## src/rtl/mode_stack_pkg.sv

```systemverilog
package mode_stack_pkg;
  localparam int DATA_W  = 32;
  localparam int CAUSE_W = 5;
  localparam int PAIR_W  = 2;
  localparam int LEVELS  = 3;
  localparam int STK_W   = PAIR_W * LEVELS;

  typedef enum logic [1:0] {
    SEL_STATUS = 2'd0,
    SEL_CAUSE  = 2'd1,
    SEL_TRAPPC = 2'd2,
    SEL_NONE   = 2'd3
  } reg_sel_e;

  typedef struct packed {
    logic pushStack;
    logic popStack;
    logic swWrStatus;
    logic captureTrap;
  } stack_strobes_t;
endpackage

```

## src/rtl/mode_stack_ctrl.sv

```systemverilog
module mode_stack_ctrl
  import mode_stack_pkg::*;
(
  input  logic           excTake,
  input  logic           retFromExc,
  input  logic           regWrEn,
  input  logic [1:0]     regSel,
  output stack_strobes_t strobes
);
  always_comb begin
    strobes.pushStack   = excTake;
    strobes.popStack    = retFromExc & ~excTake;
    strobes.swWrStatus  = regWrEn & (reg_sel_e'(regSel) == SEL_STATUS);
    strobes.captureTrap = excTake;
  end

  // a push and a pop are never issued together
  always_comb begin
    a_r6_push_wins: assert (!(strobes.pushStack && strobes.popStack));
  end
endmodule

```

## src/rtl/mode_stack_dpath.sv

```systemverilog
module mode_stack_dpath
  import mode_stack_pkg::*;
(
  input  logic                clk,
  input  logic                rstN,
  input  stack_strobes_t      strobes,
  input  logic [1:0]          regSel,
  input  logic [DATA_W-1:0]   regWrData,
  input  logic [DATA_W-1:0]   excPc,
  input  logic [CAUSE_W-1:0]  excCause,
  output logic [DATA_W-1:0]   regRdData,
  output logic                intEnable,
  output logic                userMode
);
  logic [PAIR_W-1:0]       pairQ [LEVELS];
  logic [DATA_W-1:STK_W]   upperQ;
  logic [DATA_W-1:0]       trapPcQ;
  logic [CAUSE_W-1:0]      causeQ;
  logic [STK_W-1:0]        stackFlat;
  logic [DATA_W-1:0]       statusWord;
  logic                    stackOp;

  assign stackOp = strobes.pushStack | strobes.popStack;

  for (genvar lvl = 0; lvl < LEVELS; lvl++) begin : g_level
    logic [PAIR_W-1:0] pushVal;
    logic [PAIR_W-1:0] popVal;
    if (lvl == 0) begin : g_bottom
      assign pushVal = '0;
    end else begin : g_shift_up
      assign pushVal = pairQ[lvl-1];
    end
    if (lvl == LEVELS-1) begin : g_top
      assign popVal = pairQ[lvl];
    end else begin : g_shift_down
      assign popVal = pairQ[lvl+1];
    end

    always_ff @(posedge clk) begin
      if (!rstN)
        pairQ[lvl] <= '0;
      else if (strobes.pushStack)
        pairQ[lvl] <= pushVal;
      else if (strobes.popStack)
        pairQ[lvl] <= popVal;
      else if (strobes.swWrStatus)
        pairQ[lvl] <= regWrData[lvl*PAIR_W +: PAIR_W];
    end

    assign stackFlat[lvl*PAIR_W +: PAIR_W] = pairQ[lvl];
  end

  always_ff @(posedge clk) begin
    if (!rstN)
      upperQ <= '0;
    else if (strobes.swWrStatus)
      upperQ <= regWrData[DATA_W-1:STK_W];
  end

  always_ff @(posedge clk) begin
    if (!rstN) begin
      trapPcQ <= '0;
      causeQ  <= '0;
    end else if (strobes.captureTrap) begin
      trapPcQ <= excPc;
      causeQ  <= excCause;
    end
  end

  assign statusWord = {upperQ, stackFlat};
  assign intEnable  = pairQ[0][0];
  assign userMode   = pairQ[0][1];

  always_comb begin
    unique case (reg_sel_e'(regSel))
      SEL_STATUS: regRdData = statusWord;
      SEL_CAUSE:  regRdData = {{(DATA_W-CAUSE_W){1'b0}}, causeQ};
      SEL_TRAPPC: regRdData = trapPcQ;
      default:    regRdData = '0;
    endcase
  end

  // a push shifts the stack up and clears the live pair
  a_r4_push_shift: assert property (@(posedge clk) disable iff (!rstN)
    strobes.pushStack |=> stackFlat == {$past(stackFlat[STK_W-PAIR_W-1:0]), {PAIR_W{1'b0}}});

  // a pop shifts the stack down and keeps the deepest pair
  a_r5_pop_shift: assert property (@(posedge clk) disable iff (!rstN)
    strobes.popStack |=> stackFlat ==
      {$past(stackFlat[STK_W-1 -: PAIR_W]), $past(stackFlat[STK_W-1:PAIR_W])});

  // a stack operation without a write leaves the upper bits alone
  a_r9_upper_kept: assert property (@(posedge clk) disable iff (!rstN)
    (stackOp && !strobes.swWrStatus) |=> $stable(upperQ));

  // a write that coincides with a stack operation still lands in the upper bits
  a_r8_upper_written: assert property (@(posedge clk) disable iff (!rstN)
    (stackOp && strobes.swWrStatus) |=> upperQ == $past(regWrData[DATA_W-1:STK_W]));

  // the trap registers hold still unless a trap is taken
  a_r7_trap_hold: assert property (@(posedge clk) disable iff (!rstN)
    !strobes.captureTrap |=> ($stable(trapPcQ) && $stable(causeQ)));
endmodule

```

## src/rtl/mode_stack_unit.sv

```systemverilog
module mode_stack_unit
  import mode_stack_pkg::*;
(
  input  logic                clk,
  input  logic                rstN,
  input  logic [1:0]          regSel,
  input  logic                regWrEn,
  input  logic [DATA_W-1:0]   regWrData,
  output logic [DATA_W-1:0]   regRdData,
  input  logic                excTake,
  input  logic [DATA_W-1:0]   excPc,
  input  logic [CAUSE_W-1:0]  excCause,
  input  logic                retFromExc,
  output logic                intEnable,
  output logic                userMode
);
  stack_strobes_t strobes;

  mode_stack_ctrl ctrl_i (
    .excTake    (excTake),
    .retFromExc (retFromExc),
    .regWrEn    (regWrEn),
    .regSel     (regSel),
    .strobes    (strobes)
  );

  mode_stack_dpath dpath_i (
    .clk       (clk),
    .rstN      (rstN),
    .strobes   (strobes),
    .regSel    (regSel),
    .regWrData (regWrData),
    .excPc     (excPc),
    .excCause  (excCause),
    .regRdData (regRdData),
    .intEnable (intEnable),
    .userMode  (userMode)
  );
endmodule

```

## config.mk

```make
export PLATFORM = sky130hd
export DESIGN_NAME = mode_stack_unit
export DESIGN_NICKNAME = d
export VERILOG_FILES = /design/src/rtl/mode_stack_pkg.sv /design/src/rtl/mode_stack_ctrl.sv /design/src/rtl/mode_stack_dpath.sv /design/src/rtl/mode_stack_unit.sv
export SDC_FILE = /design/constraint.sdc
export NUM_CORES = 1
export LEC_CHECK = 0
export BUFFER_PORTS_ARGS = -buffer_cell sky130_fd_sc_hd__buf_2
export CAP_MARGIN = 25
export CORE_MARGIN = 2
export CORE_UTILIZATION = 54
export DETAILED_ROUTE_END_ITERATION = 8
export GPL_TIMING_DRIVEN = 0
export PLACE_DENSITY = 0.85
export SKIP_CTS_REPAIR_TIMING = 1
export SLEW_MARGIN = 20
export SYNTH_ARGS = -nofsm -noshare
export SYNTH_HDL_FRONTEND = slang
export SYNTH_SLANG_ARGS = --single-unit
```

## constraint.sdc

```tcl
create_clock -name clk -period 2.2 [get_ports clk]
set_input_delay 0.22 -clock clk [delete_from_list [all_inputs] [get_ports clk]]
set_output_delay 0.22 -clock clk [all_outputs]
set_load 0.02 [all_outputs]
```

Yosys cells after proc, flatten, opt, wreduce, memory -nomap -nowiden:

Memory sizes are Yosys's and may differ from the RTL's.
Cells that the tools add are included.

* ROM bits: 0
* output and inout bits: 34
* register bits: 63
* memories: 1
* latch bits: 0
* bits in writable memories: 6

* shift operators: 0
* $mul: 0
* div/mod/pow operators: 0
* add/subtract/negate cells: 0
* bitwise operators: 12
* mux-type cells: 23
* magnitude comparators: 0
* eq/ne operators: 2
* reduce and logical (&&, ||, !) cells: 1

Memory list
* dpath_i.pairQ: depth 3, bits a word 2, rd ports 3, clocked after Yosys merged registers in 0, write ports 3, RTL line mode_stack_dpath.sv:15 `logic [PAIR_W-1:0] pairQ [LEVELS];`

Operators by type and width (count)
* one-hot mux 32 bit (3 select lines): 1
* 2-to-1 mux 2 bit: 9
* 2-to-1 mux 1 bit: 13
* OR 1 bit: 9
* bitwise AND 1 bit: 2
* == test 2 x 1 -> 1 bit, second input constant: 1
* == test 2 bit, second input constant: 1
* zero test 2 bit: 1
* NOT 1 bit: 1

Longest topological paths before layout:

* word-level depth: 8
* mapped depth: 6
* mapped depth without buffers: 3

By module:

Synthesis repeated with hierarchy kept, for this count alone.

* cell total of the unflattened synthesis: 314
* area total of the unflattened synthesis: 3270.6 um^2

By module, submodules not included
* mode_stack_dpath: times used 1, cells an instance 310, sequential area each 1441.4 um^2, area an instance 3236.9 um^2
* mode_stack_ctrl: times used 1, cells an instance 4, sequential area each 0.0 um^2, area an instance 33.8 um^2

Worst setup path before layout:

No wires, ideal clock.

* kind: input to register
* from: input regSel[0]
* to: memory dpath_i.pairQ[2][0], enable pin
* required time: 1887 ps
* arrival: 1029 ps
* path buffers: 3
* setup time: 313 ps
* setup slack: 858 ps
* stages on the path: 6
* path through: buf_4 > nor3b_2 > buf_6 > buf_8 > inv_2 > o21ai_1

RTL lines
* from (decl): RTL line mode_stack_unit.sv:6 `input logic [1:0] regSel,`
* to (decl): RTL line mode_stack_dpath.sv:15

Final worst setup path:

* from: input regSel[0]
* to: output regRdData[9]

* word-level cells in the longest chain between the ends: 2
* elaborated cells on any way between the ends: 4

Ends and longest elaborated chain
* == test 2 bit (tied with other cells): RTL line mode_stack_dpath.sv:75 `unique case (reg_sel_e'(regSel))`
* one-hot mux 32 bit (3 select lines) (*): RTL line mode_stack_dpath.sv:75
* to (decl): RTL line mode_stack_unit.sv:9 `output logic [DATA_W-1:0] regRdData,`

Mark *: on every way between the ends. The rest lies on a longest branch, timed or not.

==> qor.yml <==
synth:
  yosysWarnings: 0
  synth-async-reset-ratio_pct: 0
  yosys.area.top_type_share_pct: 38.3
  seq_area_frac_synth_pct: 43.7
  synth-edff-count: 6
  synth_cells: 321
  syn_area_per_cell_um2: 10.3
  synth_commonest_cells: "mux2i_1, nor2b_1, dfxtp_1"
  synth.distinct_cells: 26
  yosysTopAreaCell: "dfxtp_1"
  synth.area.top_cells: "dfxtp_1, mux2i_1, nor2b_1"
  yosys.cell_count.top_type: "mux2i_1"
  ys.flop_type: "dfxtp_1"
  syn_nets: 397
  yosys_register_bits: 69
  syn_area_um2: 3300
sta:
  finalCritPeriodShare_pct: 74.1
  period_needed_ps: 1630
  fmax_ghz: 0.613
  drv_slew: 0
  worstMarginPinSlew_ps: 556
  relSlewSlack_pct: 62.9
  setup_violations: 0
  fin_skew_ps: 12.9
  setup_tns_ps: 0
  rsz0062_at_grt: "false"
  hold_viol_final: 0
detailed_routing:
  first_pass_iters: 4
  dr_wl_met3_um: 578
  wl_met1_mm: 3.45
  vias_per_cell: 5.07
  routed_wl_mm: 7.69
  via_count: 2627
  wl_per_cell_um: 14.8
  drt_iter0_drc: 71
  highest_layer: "met4"
  ant_nets: 0
  wl_met2_mm: 3.51
  drcViolationCount: 0
final_layout:
  nets: 514
  syn2layout_area_growth_pct: 25.5
  diodes: 0
  stdcell_area_um2: 4140
  drive_gt1_share_pct: 31.4
critical_path:
  reg2reg_depth: 3
  r2r_start: "dpath_i.pairQ[0][1]$_DFFE_PP_"
  path_class: "in2out"
  r2r_end: "dpath_i.pairQ[1][1]$_DFFE_PP_"
  endpoint_kind: "primary output"
  ff2ff_setup_slack_ps: 1040
  path_max_fanout: 10
  cp.required_ps: 1980
  worstPathArrival_ps: 1410
  critPathLaunchType: "primary input"
die:
  initial_core_util_pct: 55.7
  core_area_um2: 5920
  io_pins: 110
  die_area_um2: 6750
  dieHeight_um: 82.1
  rows: 28
  die_w_um: 82.1
clock_network:
  cts-root-buf: "clkbuf_8"
  clk_pin_slew_ps: 80
  cts_made_buffers: 9
  htree_levels: 3
  clk_latency_ps: 340
  tritoncts: "done"
  cts.sinks: 69
  clock_path_buffers: 2
min_path:
  worstHoldPathCells: 3
  hp-start: "excCause[0]"
  min_path_type: "in2reg"
  hold_end: "dpath_i.causeQ[0]$_SDFFE_PN0P_"
pwr:
  power_density_nw_per_um2: 703
  total_leakage_power_uw: 0.00192
  ir_drop_mv: 0.547
  power.share.clock_pct: 39.2
  p_sw_share_pct: 24.4
  cell_internal_pwr_uw: 2200
  p_comb_share_pct: 13.8
  p_seq_share_pct: 47.0
  power_switching_uw: 710
place:
  place_hpwl_mm: 5.50
  gp_congestion: 0.819
  io_buffers: 106
  dpl_cell_area_um2: 3920
global_route:
  grt-ovfl-total: 0
  antenna_found_initial: 0
  grt_pass1_wl_mm: 11.7
  track_usage_pct: 23.2
  grt_max_degree: 13
  first_global_vias: 2528
status:
  outcome: "complete, no violations"
run:
  cap_violations: 0
[layout make-up]
cell class | count | area [um2]
clock buffer | 12 | 145
buffer | 25 | 168
clock inverter | 4 | 71.3
timing repair buffer | 106 | 531
inverter | 1 | 3.75
tap | 75 | 93.8
fill | 464 | 1780
sequential | 69 | 1440
multi-input combinational | 226 | 1680
[per-layer routing]
| layer | vias up | global-route usage, % |
|---|---|---|
| met4 | 0 | 9.00 |
| met3 | 14 | 7.72 |
| li1 | 1313 | - |
| met2 | 91 | 37.2 |
| met5 | - | 0 |
| met1 | 1209 | 29.0 |
[stage by stage]
| step | util, % | hold WS (ps) | setup WS (ps) | power (uW) | cells |
|---|---|---|---|---|---|
| final | 69.9 | 135 | 569 | 2910 | 518 |
| after global routing | 69.9 | 143 | 492 | 3030 | 518 |
| after CTS | 69.9 | 127 | 579 | 2930 | 518 |
| after detailed placement | 66.2 | 486 | 580 | 1790 | 502 |
| after global placement | 66.2 | 476 | 584 | 1780 | 502 |
| after floorplan | - | 389 | 858 | 1650 | 321 |
[cells by family (layout without fill, tap and decap cells)]
group                  count (synthesis)  count (layout)  synth area share, %
AO/OA/AOI/OAI                         16              16                 3.04
buffers and inverters                 26             148                 5.20
flip-flops                            69              69                 43.7
multiplexers                          95              95                 28.8
AND/OR/NAND/NOR                      115             115                 19.2
[state kept, by name (all words and copies together) (netlist names)]
| signal | count |
|---|---|
| dpath_i.trapPcQ | 32 |
| dpath_i.upperQ | 26 |
| dpath_i.pairQ | 6 |
| dpath_i.causeQ | 5 |
[critical path, cell delays in order]
cell,delay (ps)
buf_4,140
buf_2,260
buf_1,470
nor2_1,120
buf_2,190
[power groups by stage]
stage / Sequential [uW] / Combinational (uW) / Clock (uW)
final: 1370 / 401 / 1140
after global routing: 1370 / 436 / 1220
after CTS: 1370 / 402 / 1160
after detailed placement: 1390 / 399 / 0
after global placement: 1390 / 391 / 0
after floorplan: 1390 / 262 / 0
[how the worst max path moves through the flow]
stage                                              endpoint  slack [ps]  cells past startpoint      start
after floorplan           dpath_i.pairQ[2][0]$_SDFFCE_PN0P_         860                      6  regSel[0]
after global placement                        regRdData[20]         580                      5  regSel[0]
after detailed placement                      regRdData[25]         580                      5  regSel[0]
after CTS                                     regRdData[25]         580                      5  regSel[0]
after global routing                          regRdData[20]         490                      5  regSel[0]
final                                          regRdData[9]         570                      5  regSel[0]
[layout by cell type (no fill, tap or decap)]
cell / instances
buf_4: 1
clkinv_2: 1
a21boi_1: 2
buf_8: 1
inv_4: 1
nor2b_1: 65
bufinv_16: 2
a21oi_1: 4
nand2_1: 7
nor3_1: 4
nor2_1: 28
or3_1: 1
o21ai_1: 2
buf_6: 2
buf_12: 2
buf_1: 3
and3_1: 2
clkbuf_8: 10
o21ai_0: 6
dfxtp_1: 63
nand3_1: 2
a211oi_2: 2
nor3b_2: 1
buf_2: 115
nand2b_1: 3
edfxtp_1: 6
mux2i_1: 95
clkbuf_1: 9
inv_2: 1
nand3b_1: 2
Note: power is estimated with default switching activity, not from simulation.
